### src/rtl/pec_pkg.sv
package pec_pkg;
   localparam int unsigned OFS_PRESCALE = 'h0;
   localparam int unsigned OFS_DOWN     = 'h4;
   localparam int unsigned OFS_UP       = 'h8;

   typedef enum logic [1:0] {
      SEL_NONE = 2'd0,
      SEL_PRE  = 2'd1,
      SEL_DOWN = 2'd2,
      SEL_UP   = 2'd3
   } pec_sel_e;
endpackage

### src/rtl/pec_down_ctr.sv
module pec_down_ctr #(
   parameter int unsigned W = 32
) (
   input  logic         clk,
   input  logic         rst_n,
   input  logic         tick,
   input  logic         we,
   input  logic [W-1:0] wval,
   input  logic [W-1:0] reload_val,
   output logic [W-1:0] cnt,
   output logic         reload_evt
);
   logic at_zero;

   assign at_zero    = (cnt == '0);
   assign reload_evt = tick && at_zero;

   always_ff @(posedge clk) begin
      if (!rst_n)          cnt <= '0;
      else if (we)         cnt <= wval;
      else if (reload_evt) cnt <= reload_val;
      else if (tick)       cnt <= cnt - W'(1);
   end

   p_dec_r2: assert property (@(posedge clk) disable iff (!rst_n)
      (tick && !we && cnt != '0) |=> cnt == W'($past(cnt) - W'(1)));
   p_hold_r2: assert property (@(posedge clk) disable iff (!rst_n)
      (!tick && !we) |=> $stable(cnt));
   p_reload_r3: assert property (@(posedge clk) disable iff (!rst_n)
      (tick && !we && cnt == '0) |=> cnt == $past(reload_val));
   p_write_wins_r8: assert property (@(posedge clk) disable iff (!rst_n)
      we |=> cnt == $past(wval));
endmodule

### src/rtl/pec_up_ctr.sv
module pec_up_ctr #(
   parameter int unsigned W = 32
) (
   input  logic         clk,
   input  logic         rst_n,
   input  logic         bump,
   input  logic         we,
   input  logic [W-1:0] wval,
   output logic [W-1:0] cnt
);
   always_ff @(posedge clk) begin
      if (!rst_n)    cnt <= '0;
      else if (we)   cnt <= wval;
      else if (bump) cnt <= cnt + W'(1);
   end

   p_inc_r4: assert property (@(posedge clk) disable iff (!rst_n)
      (bump && !we) |=> cnt == W'($past(cnt) + W'(1)));
   p_hold_r4: assert property (@(posedge clk) disable iff (!rst_n)
      (!bump && !we) |=> $stable(cnt));
   p_wrap_r9: assert property (@(posedge clk) disable iff (!rst_n)
      (bump && !we && cnt == '1) |=> cnt == '0);
endmodule

### src/rtl/pec_bus_dec.sv
module pec_bus_dec
   import pec_pkg::*;
#(
   parameter int unsigned W        = 32,
   parameter int unsigned AW       = 4,
   parameter bit          READ_REG = 1'b0
) (
   input  logic          clk,
   input  logic          rst_n,
   input  logic          wr_en,
   input  logic [AW-1:0] addr,
   input  logic [W-1:0]  pre_val,
   input  logic [W-1:0]  down_val,
   input  logic [W-1:0]  up_val,
   output logic          we_pre,
   output logic          we_down,
   output logic          we_up,
   output logic [W-1:0]  rdata
);
   pec_sel_e sel;
   logic [W-1:0] rd_mux;

   always_comb begin
      if (addr == AW'(OFS_PRESCALE))  sel = SEL_PRE;
      else if (addr == AW'(OFS_DOWN)) sel = SEL_DOWN;
      else if (addr == AW'(OFS_UP))   sel = SEL_UP;
      else                            sel = SEL_NONE;
   end

   assign we_pre  = wr_en && (sel == SEL_PRE);
   assign we_down = wr_en && (sel == SEL_DOWN);
   assign we_up   = wr_en && (sel == SEL_UP);

   always_comb begin
      unique case (sel)
         SEL_PRE:  rd_mux = pre_val;
         SEL_DOWN: rd_mux = down_val;
         SEL_UP:   rd_mux = up_val;
         default:  rd_mux = '0;
      endcase
   end

   generate
      if (READ_REG) begin : g_rd_flop
         always_ff @(posedge clk) begin
            if (!rst_n) rdata <= '0;
            else        rdata <= rd_mux;
         end
      end else begin : g_rd_comb
         assign rdata = rd_mux;
         p_unmapped_zero_r10: assert property (@(posedge clk) disable iff (!rst_n)
            (addr != AW'(OFS_PRESCALE) && addr != AW'(OFS_DOWN) && addr != AW'(OFS_UP))
            |-> rdata == '0);
         p_read_down_r10: assert property (@(posedge clk) disable iff (!rst_n)
            (addr == AW'(OFS_DOWN)) |-> rdata == down_val);
      end
   endgenerate

   p_one_write_r6: assert property (@(posedge clk) disable iff (!rst_n)
      $onehot0({we_pre, we_down, we_up}));
endmodule

### src/rtl/presc_evt_counter.sv
module presc_evt_counter #(
   parameter int unsigned DATA_W       = 32,
   parameter int unsigned ADDR_W       = 4,
   parameter logic [31:0] RST_PRESCALE = 32'd0,
   parameter bit          READ_REG     = 1'b0
) (
   input  logic              clk,
   input  logic              rst_n,
   input  logic              tick_en,
   input  logic              wr_en,
   input  logic [ADDR_W-1:0] addr,
   input  logic [DATA_W-1:0] wdata,
   output logic [DATA_W-1:0] rdata
);
   localparam int unsigned MIN_AW = 4;

   generate
      if (DATA_W < 2 || DATA_W > 32) begin : g_bad_dw
         $error("presc_evt_counter: DATA_W must lie in 2..32");
      end
      if (ADDR_W < MIN_AW) begin : g_bad_aw
         $error("presc_evt_counter: ADDR_W too small for the register map");
      end
   endgenerate

   logic [DATA_W-1:0] pre_q, down_q, up_q;
   logic              we_pre, we_down, we_up;
   logic              reload_evt;

   pec_bus_dec #(.W(DATA_W), .AW(ADDR_W), .READ_REG(READ_REG)) u_dec (
      .clk(clk), .rst_n(rst_n), .wr_en(wr_en), .addr(addr),
      .pre_val(pre_q), .down_val(down_q), .up_val(up_q),
      .we_pre(we_pre), .we_down(we_down), .we_up(we_up), .rdata(rdata)
   );

   always_ff @(posedge clk) begin
      if (!rst_n)      pre_q <= DATA_W'(RST_PRESCALE);
      else if (we_pre) pre_q <= wdata;
   end

   pec_down_ctr #(.W(DATA_W)) u_down (
      .clk(clk), .rst_n(rst_n), .tick(tick_en), .we(we_down), .wval(wdata),
      .reload_val(pre_q), .cnt(down_q), .reload_evt(reload_evt)
   );

   pec_up_ctr #(.W(DATA_W)) u_up (
      .clk(clk), .rst_n(rst_n), .bump(reload_evt), .we(we_up), .wval(wdata),
      .cnt(up_q)
   );

   p_pre_write_no_touch_r7: assert property (@(posedge clk) disable iff (!rst_n)
      (we_pre && !tick_en) |=> $stable(down_q));
   p_zero_reload_sticks_r5: assert property (@(posedge clk) disable iff (!rst_n)
      (tick_en && !wr_en && pre_q == '0 && down_q == '0) |=> (down_q == '0 && up_q != $past(up_q)));
   p_reset_zero_r1: assert property (@(posedge clk)
      $past(!rst_n) |-> (down_q == '0 && up_q == '0));
endmodule

### config.mk
export PLATFORM = sky130hd
export DESIGN_NAME = presc_evt_counter
export DESIGN_NICKNAME = d
export VERILOG_FILES = /design/src/rtl/pec_pkg.sv /design/src/rtl/pec_down_ctr.sv /design/src/rtl/pec_up_ctr.sv /design/src/rtl/pec_bus_dec.sv /design/src/rtl/presc_evt_counter.sv
export SDC_FILE = /design/constraint.sdc
export NUM_CORES = 1
export LEC_CHECK = 0
export BUFFER_PORTS_ARGS = -buffer_cell sky130_fd_sc_hd__buf_2
export CAP_MARGIN = 20
export CORE_AREA = 8 8 117 173
export CTS_CLUSTER_DIAMETER = 40
export DETAILED_ROUTE_END_ITERATION = 12
export DIE_AREA = 0 0 125 181
export PLACE_DENSITY = 0.48
export REMOVE_ABC_BUFFERS = 1
export SETUP_SLACK_MARGIN = 0.4
export SLEW_MARGIN = 40
export SYNTH_ARGS = -nofsm -noshare
export SYNTH_HDL_FRONTEND = slang
export SYNTH_SLANG_ARGS = --single-unit
export TNS_END_PERCENT = 10
### constraint.sdc
create_clock -name clk -period 2.89 [get_ports clk]
set_input_delay 0.1445 -clock clk [delete_from_list [all_inputs] [get_ports clk]]
set_output_delay 0.1445 -clock clk [all_outputs]
set_load 0.01 [all_outputs]
==> out/qor.csv <==
stage,metric,value,unit
placed_design,Port-buffer cells,71,
yosys,distinct cell type count after synthesis,52,
final_layout,nets,893,
worst_setup_path,"Largest stage delay, worst path",0.51,ns
sta,RSZ-0062 raised after global routing,true,
power_and_ir_drop,switching power total,2.26,mW
sta,Final min period,2.55,ns
yosys,mux cell area share after synthesis,0.522,%
worst_setup_path,CP cell instances,"inv_2, ha_4, or4b_4, or3_1, or3_4, or4_1, a31oi_1",
power_and_ir_drop,Clk pwr share,21.4,%
worst_setup_path,slowest CP cell,or4_1,
flow_run,# Max-Cap Violations,0,
final_layout,Seq. cell area,1920,µm²
placed_design,GP Congestion,0.896,
power_and_ir_drop,Sw Share,41.6,%
power_and_ir_drop,Max IR drop VDD,0.374,mV
final_layout,area growth from synthesis to layout,23.2,%
clocking,Max Buffers Root-to-Sink,2,
worst_setup_path,worst-path fanout max,4,
yosys,Post-Synthesis Cells,768,
power_and_ir_drop,P_leak,2.76,nW
yosys,post-synthesis xor/xnor area fraction,3.96,%
worst_setup_path,Critical Path RT,3.17,ns
yosys,syn_area_per_cell,7.48,µm²
global_route,pin count of the biggest net entering global routing,42,
global_route,total track usage,20.3,%
yosys,post-synthesis compound-gate area fraction,27.7,%
clocking,Worst-Skew Late Latency,0.35,ns
yosys,synth top area cells,"dfxtp_1, nand2_1, a222oi_1, a21oi_1, clkbuf_1",
global_route,global-route wire length before repair,36.4,mm
global_route,GR Overflow Total,0,
sta,fin crit share,88.2,%
worst_setup_path,Buf/Inv on CP,1,
sta,Worst Max-Slew Pin Slew,0.777,ns
clocking,CTS root buffer,clkbuf_16,
worst_setup_path,CP arrival,2.83,ns
power_and_ir_drop,P_int,3.17,mW
final_layout,Ant. Diodes,0,
floorplan,initial core utilization,32.4,%
sta,Final Hold Fails,0,
sta,Setup WS post-layout,0.342,ns
detailed_routing,Via Count,6571,
global_route,antenna violations before repair,0,
yosys,main combinational cell family by area after synthesis,compound AO/OA/AOI/OAI gates,
power_and_ir_drop,combinational power share,46.4,%
final_layout,filler instances,1867,
global_route,vias in the first global route,6428,
yosys,most area-hungry cell type in the Yosys netlist,dfxtp_1,
clocking,# clock sinks,96,
yosys,Synth Area in Adders,0.435,%
power_and_ir_drop,Sequential Power Share,32.2,%
worst_setup_path,cell family with most CP delay,simple AND/OR/NAND/NOR gates,
final_layout,area of the multi-input gates,3520,µm²
sta,Final Setup Violations,0,
yosys,"Seq/Total Area, Yosys",33.4,%
floorplan,die area,22600,µm²
clocking,H-tree depth,3,
sta,fmax,0.392,GHz
clocking,CTS clock-pin slew for the worst setup and hold paths,0.07,ns
outcome,status,completed,
floorplan,die span in y,181,µm
yosys,Post-synth EDFFs,0,
final_layout,layout cells sized above 1,20.4,%
sta,Fin Clk Skew,0.00698,ns
placed_design,Place WS,0.0992,ns
detailed_routing,initial DRC count,764,
detailed_routing,vias per std cell,6.13,
floorplan,core area,17700,µm²
yosys,synth warn,0,
floorplan,row count,60,
detailed_routing,"antenna viol nets, final",0,
clocking,CTS tree,built,
placed_design,DP HPWL,16.2,mm
worst_setup_path,crit end category,flop,
yosys,Seq cells post-synth,96,
yosys,Synth Cell Area,5750,µm²
sta,Slew Limit Fails,0,
worst_setup_path,Worst setup SP type,flop,
detailed_routing,1st-pass router iterations,8,
yosys,post-synth top area share,33.4,%
floorplan,Ports,72,
sta,slew margin rel.,48.2,%
detailed_routing,WL/cell,22.0,µm
yosys,Post-Synth Simple-Gate Area,26.8,%
sta,Hold Slack,0.0484,ns
power_and_ir_drop,Pwr Density,766,nW/µm²
clocking,Num CTS Buffers,9,
yosys,Synth Flop Type,dfxtp_1,
floorplan,Chip Width,125,µm
hold_path,Worst Hold Class,in -> reg,
detailed_routing,final WL,23.5,mm
detailed_routing,Remaining DRCs,0,
worst_setup_path,WS Path Type,reg -> reg,
yosys,"FFs w/ async S/R, synth",0,%
-- tightest hold or removal path: stages --
cell and delay, ns:
buf_2 0.11, nand2_1 0.05, a21oi_1 0.05
-- sequential cells by signal, summed over array words and instances, names as in the netlist --
name        flops
pre_q          32
u_down.cnt     32
u_up.cnt       32
-- placed cells by master (no fill, tap or decap), types with 4 or more instances in the layout --
cell type,instances
inv_1,40
o21ai_0,41
a21boi_0,16
and3_1,6
a21oi_1,48
o211ai_1,14
nand4_1,13
dfxtp_1,94
o31ai_1,12
nor4_1,16
or3_1,18
a221o_1,5
nand3_1,43
o22ai_1,13
xnor2_1,8
buf_4,59
o31a_1,4
nand2_1,112
a222oi_1,32
nor3_1,20
buf_2,71
xor2_1,18
clkbuf_16,11
and4_1,5
nor2_1,23
o32ai_1,5
or4_1,14
a31oi_1,26
-- metrics by stage --
stage	TNS [ns]	instance area, µm²	utilization (%)	instances	total power, mW
2_1_floorplan	-188.86	5500	-	704	3.02
3_3_place_gp	0	6550	37.0	1045	3.90
3_5_place_dp	0	6560	37.0	1045	3.94
4_1_cts	0	6970	39.3	1066	5.26
5_1_grt	0	7080	40.0	1072	5.72
6_report	0	7080	40.0	1072	5.42
-- timing repair --
| item | CTS | global route |
|---|---|---|
| hold buffers | 0 | 0 |
| pin swaps | 4 | 3 |
| buffers inserted | 4 | 4 |
| gates cloned | 2 | 2 |
| setup endpoints to repair | 54 | 39 |
| resized for setup | 15 | 10 |
-- final cells by class --
cell class | count | share of cell area [%]
clock buffer | 13 | 3.68
clock inverter | 2 | 0.212
inverter | 43 | 2.28
multi-input combinational | 565 | 49.7
sequential | 96 | 27.2
tap | 217 | 3.84
timing repair buffer | 136 | 13.1
-- power groups by stage --
stage,clock network (mW),registers [mW],logic [mW]
2_1_floorplan,0,1.69,1.32
3_3_place_gp,0,1.75,2.15
3_5_place_dp,0,1.76,2.18
4_1_cts,1.19,1.73,2.34
5_1_grt,1.25,1.77,2.71
6_report,1.16,1.74,2.52
-- synth_stat cells (3+ instances only) --
| master | n |
|---|---|
| or4b_2 | 3 |
| clkbuf_1 | 59 |
| inv_1 | 43 |
| and3_1 | 6 |
| a21oi_1 | 48 |
| a221o_1 | 5 |
| nor3_1 | 23 |
| xnor2_1 | 8 |
| a222oi_1 | 32 |
| nand2_1 | 112 |
| or3_1 | 19 |
| and4_1 | 6 |
| nor2_1 | 23 |
| o21ai_0 | 41 |
| nor4b_1 | 3 |
| nor4_1 | 18 |
| nand3b_1 | 3 |
| mux2i_1 | 3 |
| o31a_1 | 4 |
| o211ai_1 | 14 |
| nand3_1 | 44 |
| o22ai_1 | 13 |
| dfxtp_1 | 96 |
| a21boi_0 | 16 |
| a31oi_1 | 26 |
| or4_1 | 16 |
| xor2_1 | 18 |
| o31ai_1 | 12 |
| nand4_1 | 13 |
| o32ai_1 | 5 |
| or2_2 | 3 |
-- cell families (layout without fill, tap and decap cells) --
kind of cell / after synthesis / in the layout
multiplexers: 3 / 3
adder cells (fa/ha/maj): 2 / 2
AND/OR/NAND/NOR: 302 / 302
XOR/XNOR: 26 / 26
AO/OA/AOI/OAI: 232 / 232
flip-flops: 96 / 96
buffers and inverters: 107 / 194
-- path summary, 6_finish.rpt --
check,from,endpoint,slack (ns),cells after the start
worst max register to register,u_down.cnt[0],u_up.cnt[31],0.34,7
worst min register to register,pre_q[31],pre_q[31],0.47,2
worst max-delay path,u_down.cnt[0],u_up.cnt[31],0.34,7
worst min-delay path,wdata[6],pre_q[6],0.05,3
-- metal layers --
| layer | vias to the layer above | routed length, µm | track usage (%) |
|---|---|---|---|
| met1 | 3187 | 9430 | 23.0 |
| met4 | 0 | 908 | 10.6 |
| met2 | 260 | 12100 | 36.2 |
| li1 | 3067 | - | - |
| met3 | 57 | 1150 | 2.65 |
| met5 | - | 0 | 0 |
Note: power is estimated with default switching activity, not from simulation.
